==> src/rtl/burst_ctl_pkg.sv <==
package burst_ctl_pkg;
    typedef enum logic {
        CH_ANY   = 1'b0,
        CH_BURST = 1'b1
    } ch_mode_e;
endpackage

==> src/rtl/burst_autoclr_eval.sv <==
module burst_autoclr_eval #(
    parameter int NUM_CH       = 32,
    parameter int CH_W         = 5,
    parameter int CNT_W        = 16,
    parameter int ARB_W        = 4,
    parameter int MAX_ARB_LOG2 = 10
) (
    input  logic              clk,
    input  logic              rst_n,
    input  logic              done_i,
    input  logic [CH_W-1:0]   chan_i,
    input  logic [CNT_W-1:0]  left_i,
    input  logic [ARB_W-1:0]  arb_log2_i,
    output logic [NUM_CH-1:0] hit_o
);
    localparam int SZ_W = (CNT_W > MAX_ARB_LOG2) ? CNT_W + 1 : MAX_ARB_LOG2 + 2;

    logic [ARB_W-1:0] eff_log2;
    logic [SZ_W-1:0]  arb_items;
    logic [SZ_W-1:0]  left_ext;
    logic             short_tail;

    always_comb begin
        eff_log2   = (arb_log2_i > ARB_W'(MAX_ARB_LOG2)) ? ARB_W'(MAX_ARB_LOG2) : arb_log2_i;
        arb_items  = SZ_W'(1) << eff_log2;
        left_ext   = {{(SZ_W-CNT_W){1'b0}}, left_i};
        short_tail = left_ext < arb_items;
    end

    for (genvar g = 0; g < NUM_CH; g++) begin : g_hit
        assign hit_o[g] = done_i && short_tail && (chan_i == CH_W'(g));
    end

    // an automatic clear names at most one channel, and only on a done pulse
    a_r9_one_target: assert property (@(posedge clk) disable iff (!rst_n) $onehot0(hit_o));
    a_r9_needs_done: assert property (@(posedge clk) disable iff (!rst_n) !done_i |-> (hit_o == '0));
endmodule

==> src/rtl/burst_chan_fsm.sv <==
module burst_chan_fsm
    import burst_ctl_pkg::*;
(
    input  logic clk,
    input  logic rst_n,
    input  logic set_i,
    input  logic clr_i,
    input  logic auto_i,
    output logic burst_only_o
);
    ch_mode_e state_q, state_d;

    always_ff @(posedge clk or negedge rst_n) begin
        if (!rst_n) state_q <= CH_ANY;
        else        state_q <= state_d;
    end

    always_comb begin
        state_d = state_q;
        unique case (state_q)
            CH_ANY:   if (set_i && !clr_i)              state_d = CH_BURST; // SW_SET
            CH_BURST: if (clr_i || (auto_i && !set_i))  state_d = CH_ANY;   // SW_CLR / AUTO_CLR
        endcase
    end

    always_comb begin
        burst_only_o = (state_q == CH_BURST);
    end

    a_r4_set_takes:   assert property (@(posedge clk) disable iff (!rst_n) (set_i && !clr_i) |=> burst_only_o);
    a_r5_clr_takes:   assert property (@(posedge clk) disable iff (!rst_n) clr_i |=> !burst_only_o);
    a_r7_auto_clears: assert property (@(posedge clk) disable iff (!rst_n) (auto_i && !set_i) |=> !burst_only_o);
    a_r11_no_return:  assert property (@(posedge clk) disable iff (!rst_n) (!set_i && !burst_only_o) |=> !burst_only_o);
endmodule

==> src/rtl/burst_req_gate.sv <==
module burst_req_gate #(
    parameter int NUM_CH = 32
) (
    input  logic [NUM_CH-1:0] mode_i,
    input  logic [NUM_CH-1:0] single_i,
    input  logic [NUM_CH-1:0] burst_i,
    output logic [NUM_CH-1:0] single_o,
    output logic [NUM_CH-1:0] burst_o
);
    for (genvar g = 0; g < NUM_CH; g++) begin : g_gate
        assign single_o[g] = single_i[g] & ~mode_i[g];
        assign burst_o[g]  = burst_i[g];
    end
endmodule

==> src/rtl/burst_req_ctl.sv <==
module burst_req_ctl #(
    parameter int  NUM_CH       = 32,
    parameter int  CNT_W        = 16,
    parameter int  ARB_W        = 4,
    parameter int  MAX_ARB_LOG2 = 10,
    localparam int CH_W         = (NUM_CH > 1) ? $clog2(NUM_CH) : 1
) (
    input  logic              clk,
    input  logic              rst_n,
    input  logic              sw_set_stb,
    input  logic [NUM_CH-1:0] sw_set_mask,
    input  logic              sw_clr_stb,
    input  logic [NUM_CH-1:0] sw_clr_mask,
    output logic [NUM_CH-1:0] mode_rdata,
    input  logic [NUM_CH-1:0] req_single_in,
    input  logic [NUM_CH-1:0] req_burst_in,
    output logic [NUM_CH-1:0] req_single_out,
    output logic [NUM_CH-1:0] req_burst_out,
    input  logic              xfer_done,
    input  logic [CH_W-1:0]   xfer_chan,
    input  logic [CNT_W-1:0]  xfer_left,
    input  logic [ARB_W-1:0]  xfer_arb_log2
);
    logic [NUM_CH-1:0] auto_hit;
    logic [NUM_CH-1:0] mode_bits;

    burst_autoclr_eval #(
        .NUM_CH(NUM_CH), .CH_W(CH_W), .CNT_W(CNT_W),
        .ARB_W(ARB_W), .MAX_ARB_LOG2(MAX_ARB_LOG2)
    ) u_eval (
        .clk        (clk),
        .rst_n      (rst_n),
        .done_i     (xfer_done),
        .chan_i     (xfer_chan),
        .left_i     (xfer_left),
        .arb_log2_i (xfer_arb_log2),
        .hit_o      (auto_hit)
    );

    for (genvar g = 0; g < NUM_CH; g++) begin : g_ch
        burst_chan_fsm u_fsm (
            .clk          (clk),
            .rst_n        (rst_n),
            .set_i        (sw_set_stb && sw_set_mask[g]),
            .clr_i        (sw_clr_stb && sw_clr_mask[g]),
            .auto_i       (auto_hit[g]),
            .burst_only_o (mode_bits[g])
        );

        // a burst-only channel never shows a single request to the arbiter
        a_r2_single_masked: assert property (@(posedge clk) disable iff (!rst_n)
            mode_rdata[g] |-> !req_single_out[g]);
        // with no write and no done pulse, a bit does not move
        a_r6_quiet_hold: assert property (@(posedge clk) disable iff (!rst_n)
            (!sw_set_stb && !sw_clr_stb && !xfer_done) |=> $stable(mode_rdata[g]));
    end

    burst_req_gate #(.NUM_CH(NUM_CH)) u_gate (
        .mode_i   (mode_bits),
        .single_i (req_single_in),
        .burst_i  (req_burst_in),
        .single_o (req_single_out),
        .burst_o  (req_burst_out)
    );

    assign mode_rdata = mode_bits;
endmodule

==> config.mk <==
export PLATFORM = sky130hd
export DESIGN_NAME = burst_req_ctl
export DESIGN_NICKNAME = d
export VERILOG_FILES = /design/src/rtl/burst_ctl_pkg.sv /design/src/rtl/burst_autoclr_eval.sv /design/src/rtl/burst_chan_fsm.sv /design/src/rtl/burst_req_gate.sv /design/src/rtl/burst_req_ctl.sv
export SDC_FILE = /design/constraint.sdc
export NUM_CORES = 1
export LEC_CHECK = 0
export CORE_UTILIZATION = 30
export CTS_BUF_LIST = sky130_fd_sc_hd__clkbuf_8 sky130_fd_sc_hd__clkbuf_16
export DETAILED_ROUTE_END_ITERATION = 7
export PLACE_DENSITY = 0.79
export SLEW_MARGIN = 15
export SYNTH_ARGS = -nofsm -noshare
export SYNTH_HDL_FRONTEND = slang
export SYNTH_SLANG_ARGS = --single-unit
export TNS_END_PERCENT = 100
==> constraint.sdc <==
create_clock -name clk -period 0.8 [get_ports clk]
set_clock_uncertainty 0.2 [all_clocks]
set_input_delay 0.16 -clock clk [delete_from_list [all_inputs] [get_ports clk]]
set_output_delay 0.16 -clock clk [all_outputs]
set_load 0.05 [all_outputs]
# [Word level (Yosys, flattened, before mapping)]
# Cells that the tools add are included.
[classes] n_shift=1 reduce_logical=258 bitwise=64 muxes=97 order_cmp=2 eq_ne=31
[op_table] operator="logical AND 1 bit" n=161
[op_table] operator="== test 5 bit (second input constant)" n=16
[op_table] operator="logical NOT 1 bit" n=64
[op_table] operator="two-way mux 1 bit" n=64
[op_table] operator="case mux 1 bit (2 select lines)" n=32
[op_table] operator="== test 5 x 4 -> 1 bit (second input constant)" n=8
[op_table] operator="AND 1 bit" n=32
[op_table] operator="logical OR 1 bit" n=32
[op_table] operator="inverter 1 bit" n=32
[op_table] operator="== test 5 x 3 -> 1 bit (second input constant)" n=4
[op_table] operator="< comparator 16 x 17 -> 1 bit" n=1
[op_table] operator="left shift 1 x 4 -> 17 bit (first input constant)" n=1
[op_table] operator="== test 5 x 2 -> 1 bit (second input constant)" n=2
[op_table] operator="== test 5 x 1 -> 1 bit (second input constant)" n=1
[op_table] operator="logical NOT 5 bit" n=1
[op_table] operator="> comparator 4 bit (second input constant)" n=1
[op_table] operator="two-way mux 4 bit" n=1
[totals] output_inout_bits=96 in_bits=158 wordCells=485 regBits=32

# [Longest topological paths before layout]
[depth] word_depth=10 mapped_depth=8 ltp_nobuf=7

# [Cells and area by module]
# Synthesis repeated with hierarchy kept, for this count alone.
[unflattened] hier_cells=412 area_unflattened_um2=3613.5
[by_module_without_submodules] mod="burst_chan_fsm" seq_area_each_um2=25.0 cells_per_inst=4 instances=32 area_each_um2=43.8
[by_module_without_submodules] mod="burst_autoclr_eval" seq_area_each_um2=0.0 cells_per_inst=150 instances=1 area_each_um2=1021.0
[by_module_without_submodules] mod="burst_req_gate" seq_area_each_um2=0.0 cells_per_inst=64 instances=1 area_each_um2=680.7
[by_module_without_submodules] mod="burst_req_ctl" seq_area_each_um2=0.0 cells_per_inst=70 instances=1 area_each_um2=510.5

# [Worst setup path before layout]
# No wires, ideal clock.
[synth_timing] path_kind="input -> register" startpoint="input port xfer_arb_log2[2]" endpoint="register g_ch[0].u_fsm.state_q" path_stages=8 setup_slack_ns=-1.419 t_required_ns=0.453 arrival_time_ns=1.872 setup_ns=0.147 path_buffers=1 cell_sequence="nor2b_1 -> nand3_1 -> ha_1 -> a21o_1 -> a221o_1 -> a211oi_4 -> buf_6 -> a311oi_2"
[synth_via] elab_chain_len=10
[synth_rtl] element="from (decl)" line_no="burst_req_ctl.sv:22" text="input logic [ARB_W-1:0] xfer_arb_log2"
[synth_rtl] element="> comparator 4 bit" line_no="burst_autoclr_eval.sv:24" text="eff_log2 = (arb_log2_i > ARB_W'(MAX_ARB_LOG2)) ? ARB_W'(MAX_ARB_LOG2) : arb_log2_i;"
[synth_rtl] element="two-way mux 4 bit (*)" line_no="burst_autoclr_eval.sv:24"
[synth_rtl] element="left shift 1 x 4 -> 17 bit (*)" line_no="burst_autoclr_eval.sv:25" text="arb_items = SZ_W'(1) << eff_log2;"
[synth_rtl] element="< comparator 16 x 17 -> 1 bit (*)" line_no="burst_autoclr_eval.sv:27" text="short_tail = left_ext < arb_items;"
[synth_rtl] element="logical AND 1 bit (*) (2 in series)" line_no="burst_autoclr_eval.sv:31" text="assign hit_o[g] = done_i && short_tail && (chan_i == CH_W'(g));"
[synth_rtl] element="logical AND 1 bit (*)" line_no="burst_chan_fsm.sv:22" text="CH_BURST: if (clr_i || (auto_i && !set_i)) state_d = CH_ANY;"
[synth_rtl] element="logical OR 1 bit (*)" line_no="burst_chan_fsm.sv:22"
[synth_rtl] element="two-way mux 1 bit (*)" line_no="burst_chan_fsm.sv:22"
[synth_rtl] element="case mux 1 bit (2 select lines) (*)" line_no="burst_chan_fsm.sv:20" text="unique case (state_q)"
[synth_rtl] element="net g_ch[0].u_fsm.state_d" line_no="burst_chan_fsm.sv:11" text="ch_mode_e state_q, state_d;"
[synth_rtl] element="to (signal assigned)" line_no="burst_chan_fsm.sv:15" text="else state_q <= state_d;"
[synth_rtl] element="to (decl)" line_no="burst_chan_fsm.sv:11"
# The timed path passes the listed nets; every way through them passes the cells marked *.

# [Final worst setup path]
[layout_timing] startpoint="input port xfer_arb_log2[1]" endpoint="register g_ch[11].u_fsm.state_q"
[layout_via] elab_chain_len=10
[layout_rtl] element="> comparator 4 bit" line_no="burst_autoclr_eval.sv:24"
[layout_rtl] element="two-way mux 4 bit (*)" line_no="burst_autoclr_eval.sv:24"
[layout_rtl] element="left shift 1 x 4 -> 17 bit (*)" line_no="burst_autoclr_eval.sv:25"
[layout_rtl] element="< comparator 16 x 17 -> 1 bit (*)" line_no="burst_autoclr_eval.sv:27"
[layout_rtl] element="logical AND 1 bit (*) (2 in series)" line_no="burst_autoclr_eval.sv:31"
[layout_rtl] element="logical AND 1 bit (*)" line_no="burst_chan_fsm.sv:22"
[layout_rtl] element="logical OR 1 bit (*)" line_no="burst_chan_fsm.sv:22"
[layout_rtl] element="two-way mux 1 bit (*)" line_no="burst_chan_fsm.sv:22"
[layout_rtl] element="case mux 1 bit (2 select lines) (*)" line_no="burst_chan_fsm.sv:20"
[layout_rtl] element="net g_ch[11].u_fsm.state_d" line_no="burst_chan_fsm.sv:11"
[layout_rtl] element="to (signal assigned)" line_no="burst_chan_fsm.sv:15"
[layout_rtl] element="to (decl)" line_no="burst_chan_fsm.sv:11"
# Marked as above.

==> results.yml <==
run_status:
  violations: "negative setup slack"
  status: "finished with violations"
drt:
  wl_per_cell_um: 20.4
  vias: 3701
  ant_nets: 0
  drt-vias-per-instance: 5.47
  drt_iter0_drc: 209
  drt_wl_total_mm: 13.8
  route.detailed.drc: 0
  firstDrtPassIters: 4
worst_hold_path:
  hold_depth: 0
  min_from: "req_burst_in[18]"
  holdCritPathClass: "input port to output port"
  holdPathEnd: "req_burst_out[18]"
yosys:
  synth-seq-area-share_pct: 26.3
  synth_cells: 340
  synthMuxAreaShare_pct: 0
  synth_top_area_share_pct: 26.3
  synthSimpleGateAreaFrac_pct: 19.3
  synth_fa_ha_area_share_pct: 6.16
  ys_types: 33
  ys_ff_latch: 32
  synth_top_family_by_area: "compound AO/OA/AOI/OAI gates"
  syn_area_per_cell_um2: 8.96
  synth-xor-area-share_pct: 0
  synthTopCellsByArea: "dfrtp_1, buf_4, a2111oi_0, a311oi_1, nor2b_1"
  netlist_area_um2: 3050
  synth_area_leader_cell: "dfrtp_1"
  synth_compound_area_share_pct: 28.2
  yosys_warnings: 0
layout:
  area_growth_pct: 121
  antenna_cells: 0
  drive_gt1_share_pct: 49.3
  largest_reg_flops: 32
  final_nets: 716
floorplanning:
  rows: 36
  core_area_um2: 9820
  die_y_um: 103
  start_util_pct: 31.0
  die_w_um: 103
  io_pins: 254
  die_area_um2: 10600
setup_path:
  cp_cell_sequence: "buf_6 > buf_6 > buf_6 > nor2b_4 > nand3b_1 > ha_1 > nand2_2 > nor3_4 > buf_4 > o2111ai_4 > clkbuf_16 > a311oi_2"
  crit_start: "xfer_arb_log2[1]"
  rrSetupSlack_ns: -0.50
  cp_common_cell: "buf_6"
  timing.rr.end: "g_ch[18].u_fsm.burst_only_o"
  r2r-start: "g_ch[18].u_fsm.burst_only_o"
  worstPathRequired_ns: 0.77
  ff2ff_path_depth: 4
  critPathMaxStageDelay_ns: 0.29
  path_class: "input port to flop"
  critPathLaunchType: "input port"
  cp.arrival_ns: 2.09
  crit_slowest_cell: "ha_1"
  crit_path_end_kind: "flop"
  crit_fanout: 8
clocking:
  numCtsBuffers: 5
  cts_root_buf: "clkbuf_8"
  clock-sinks: 32
  cts-htree-levels: 2
  cts_max_path_buffers: 2
  clk_pin_slew_ns: 0.07
  cts_tree: "done"
  clk_latency_ns: 0.28
timing:
  hold_violations: 0
  final-setup-viol-count: 96
  relSlewSlack_pct: 55.3
  hold_ws_ns: 0.120
  min_period_ns: 2.12
  maxSlewViolCount: 0
  rsz0062_at_grt: "yes"
  fmax_mhz: 472
  period_share_pct: 265
  tightest_slew_ns: 0.653
  timing.final.ws_setup_ns: -1.32
place:
  hpwl_mm: 9.69
  globalplace.congestion: 0.853
  dp_slack_ns: -2.00
  portBuffers: 189
global_routing:
  grt_max_degree: 33
  grt_pass1_vias: 3682
  overflow: 0
  track_usage_pct: 23.3
  antenna_found_initial: 0
  grt_pass1_wl_mm: 18.6
pwr:
  ir_worst_vdd_uv: 751
  p_total_uw: 9010
  power.density_nw_per_um2: 1340
  power.leakage_uw: 0.00273
run:
  maxCapViolCount: 0
[Yosys cell counts (all sizes together)]
| master | number |
|---|---|
| a2111oi | 32 |
| a211oi | 1 |
| a21o | 1 |
| a21oi | 38 |
| a221o | 1 |
| a311oi | 32 |
| and2 | 32 |
| and3 | 1 |
| buf | 74 |
| clkbuf | 10 |
| conb | 1 |
| dfrtp | 32 |
| ha | 15 |
| inv | 2 |
| nand2 | 11 |
| nand2b | 4 |
| nand3 | 3 |
| nand3b | 1 |
| nand4 | 1 |
| nor2 | 3 |
| nor2b | 36 |
| nor3 | 3 |
| o2111ai | 1 |
| o21ai | 2 |
| o221ai | 1 |
| or2 | 2 |
[worst max-delay path, delay by kind of cell]
kind | cells | cell delay, ns
buffers and inverters | 5 | 0.71
adders and majority gates | 1 | 0.29
and+or+nand+nor | 4 | 0.46
AOI/OAI and AO/OA | 2 | 0.44
[placed cells by master (no fill, tap or decap), types with 2 or more instances in the layout]
cell type / n
a2111oi_0: 32
a21oi_1: 37
a311oi_1: 4
a311oi_2: 28
and2_1: 32
buf_12: 71
buf_16: 3
buf_2: 3
buf_4: 39
buf_6: 37
clkbuf_16: 2
clkbuf_8: 6
clkdlybuf4s50_1: 116
clkinv_2: 2
conb_1: 5
dfrtp_1: 9
dfrtp_2: 23
dlymetal6s2s_1: 3
ha_1: 12
ha_4: 3
nand2_1: 9
nand2_2: 2
nand2b_1: 4
nor2_1: 2
nor2b_4: 34
nor3_4: 2
o21ai_0: 2
or2_2: 2
[logic make-up (layout without fill, tap and decap cells)]
| logic type | Yosys count | after routing |
|---|---|---|
| adders and majority gates | 15 | 15 |
| and+or+nand+nor | 97 | 97 |
| AOI/OAI and AO/OA | 109 | 109 |
| DFF | 32 | 32 |
| other | 1 | 5 |
| buffers and inverters | 86 | 286 |
[per-stage QoR]
step / setup TNS, ns / utilization (%) / cells / instance area, um2
after floorplan: -52.51 / - / 344 / 3460
after global placement: -82.58 / 60.7 / 643 / 5960
after detailed placement: -86.29 / 60.7 / 643 / 5960
after CTS: -82.12 / 65.2 / 668 / 6410
after global routing: -80.72 / 68.6 / 677 / 6730
final: -77.07 / 68.6 / 677 / 6730
[worst max path at each step]
stage / to / slack, ns / depth (start not counted)
floorplan: g_ch[0].u_fsm.burst_only_o / -1.27 / 8
global placement: g_ch[18].u_fsm.burst_only_o / -1.86 / 9
detailed placement: g_ch[29].u_fsm.burst_only_o / -2.00 / 9
CTS: g_ch[24].u_fsm.burst_only_o / -1.45 / 12
global route: g_ch[11].u_fsm.burst_only_o / -1.38 / 12
finish: g_ch[11].u_fsm.burst_only_o / -1.32 / 12
[routing by layer]
| layer | vias to the layer above | global-route usage (%) | wire length [um] |
|---|---|---|---|
| met4 | 0 | 13.7 | 719 |
| li1 | 1618 | - | - |
| met5 | - | 0 | 0 |
| met1 | 1775 | 22.6 | 4420 |
| met3 | 81 | 4.07 | 1150 |
| met2 | 227 | 45.8 | 7510 |
[power breakdown]
| group | internal, uW | leakage [uW] | switching [uW] |
|---|---|---|---|
| clock | 686 | 0.0000510 | 626 |
| sequential | 1840 | 0.000361 | 341 |
| combinational | 3030 | 0.00232 | 2490 |
| total | 5550 | 0.00273 | 3460 |
[layout make-up]
type / count / area, um2
inverter: 2 / 7.51
clock buffer: 6 / 82.6
fill: 717 / 3090
multi-input combinational: 226 / 2140
sequential: 32 / 830
tap: 133 / 166
timing repair buffer: 276 / 3490
clock inverter: 2 / 10.0
[what timing repair did]
action,4_1_cts,5_1_grt
hold endpoints to repair,32,0
hold buffers,1,0
setup buffers,13,7
endpoints found under the setup margin,96,108
cloned,3,3
gates resized for setup,64,55
pin swaps,8,15
(Power assumes the default switching activity.)
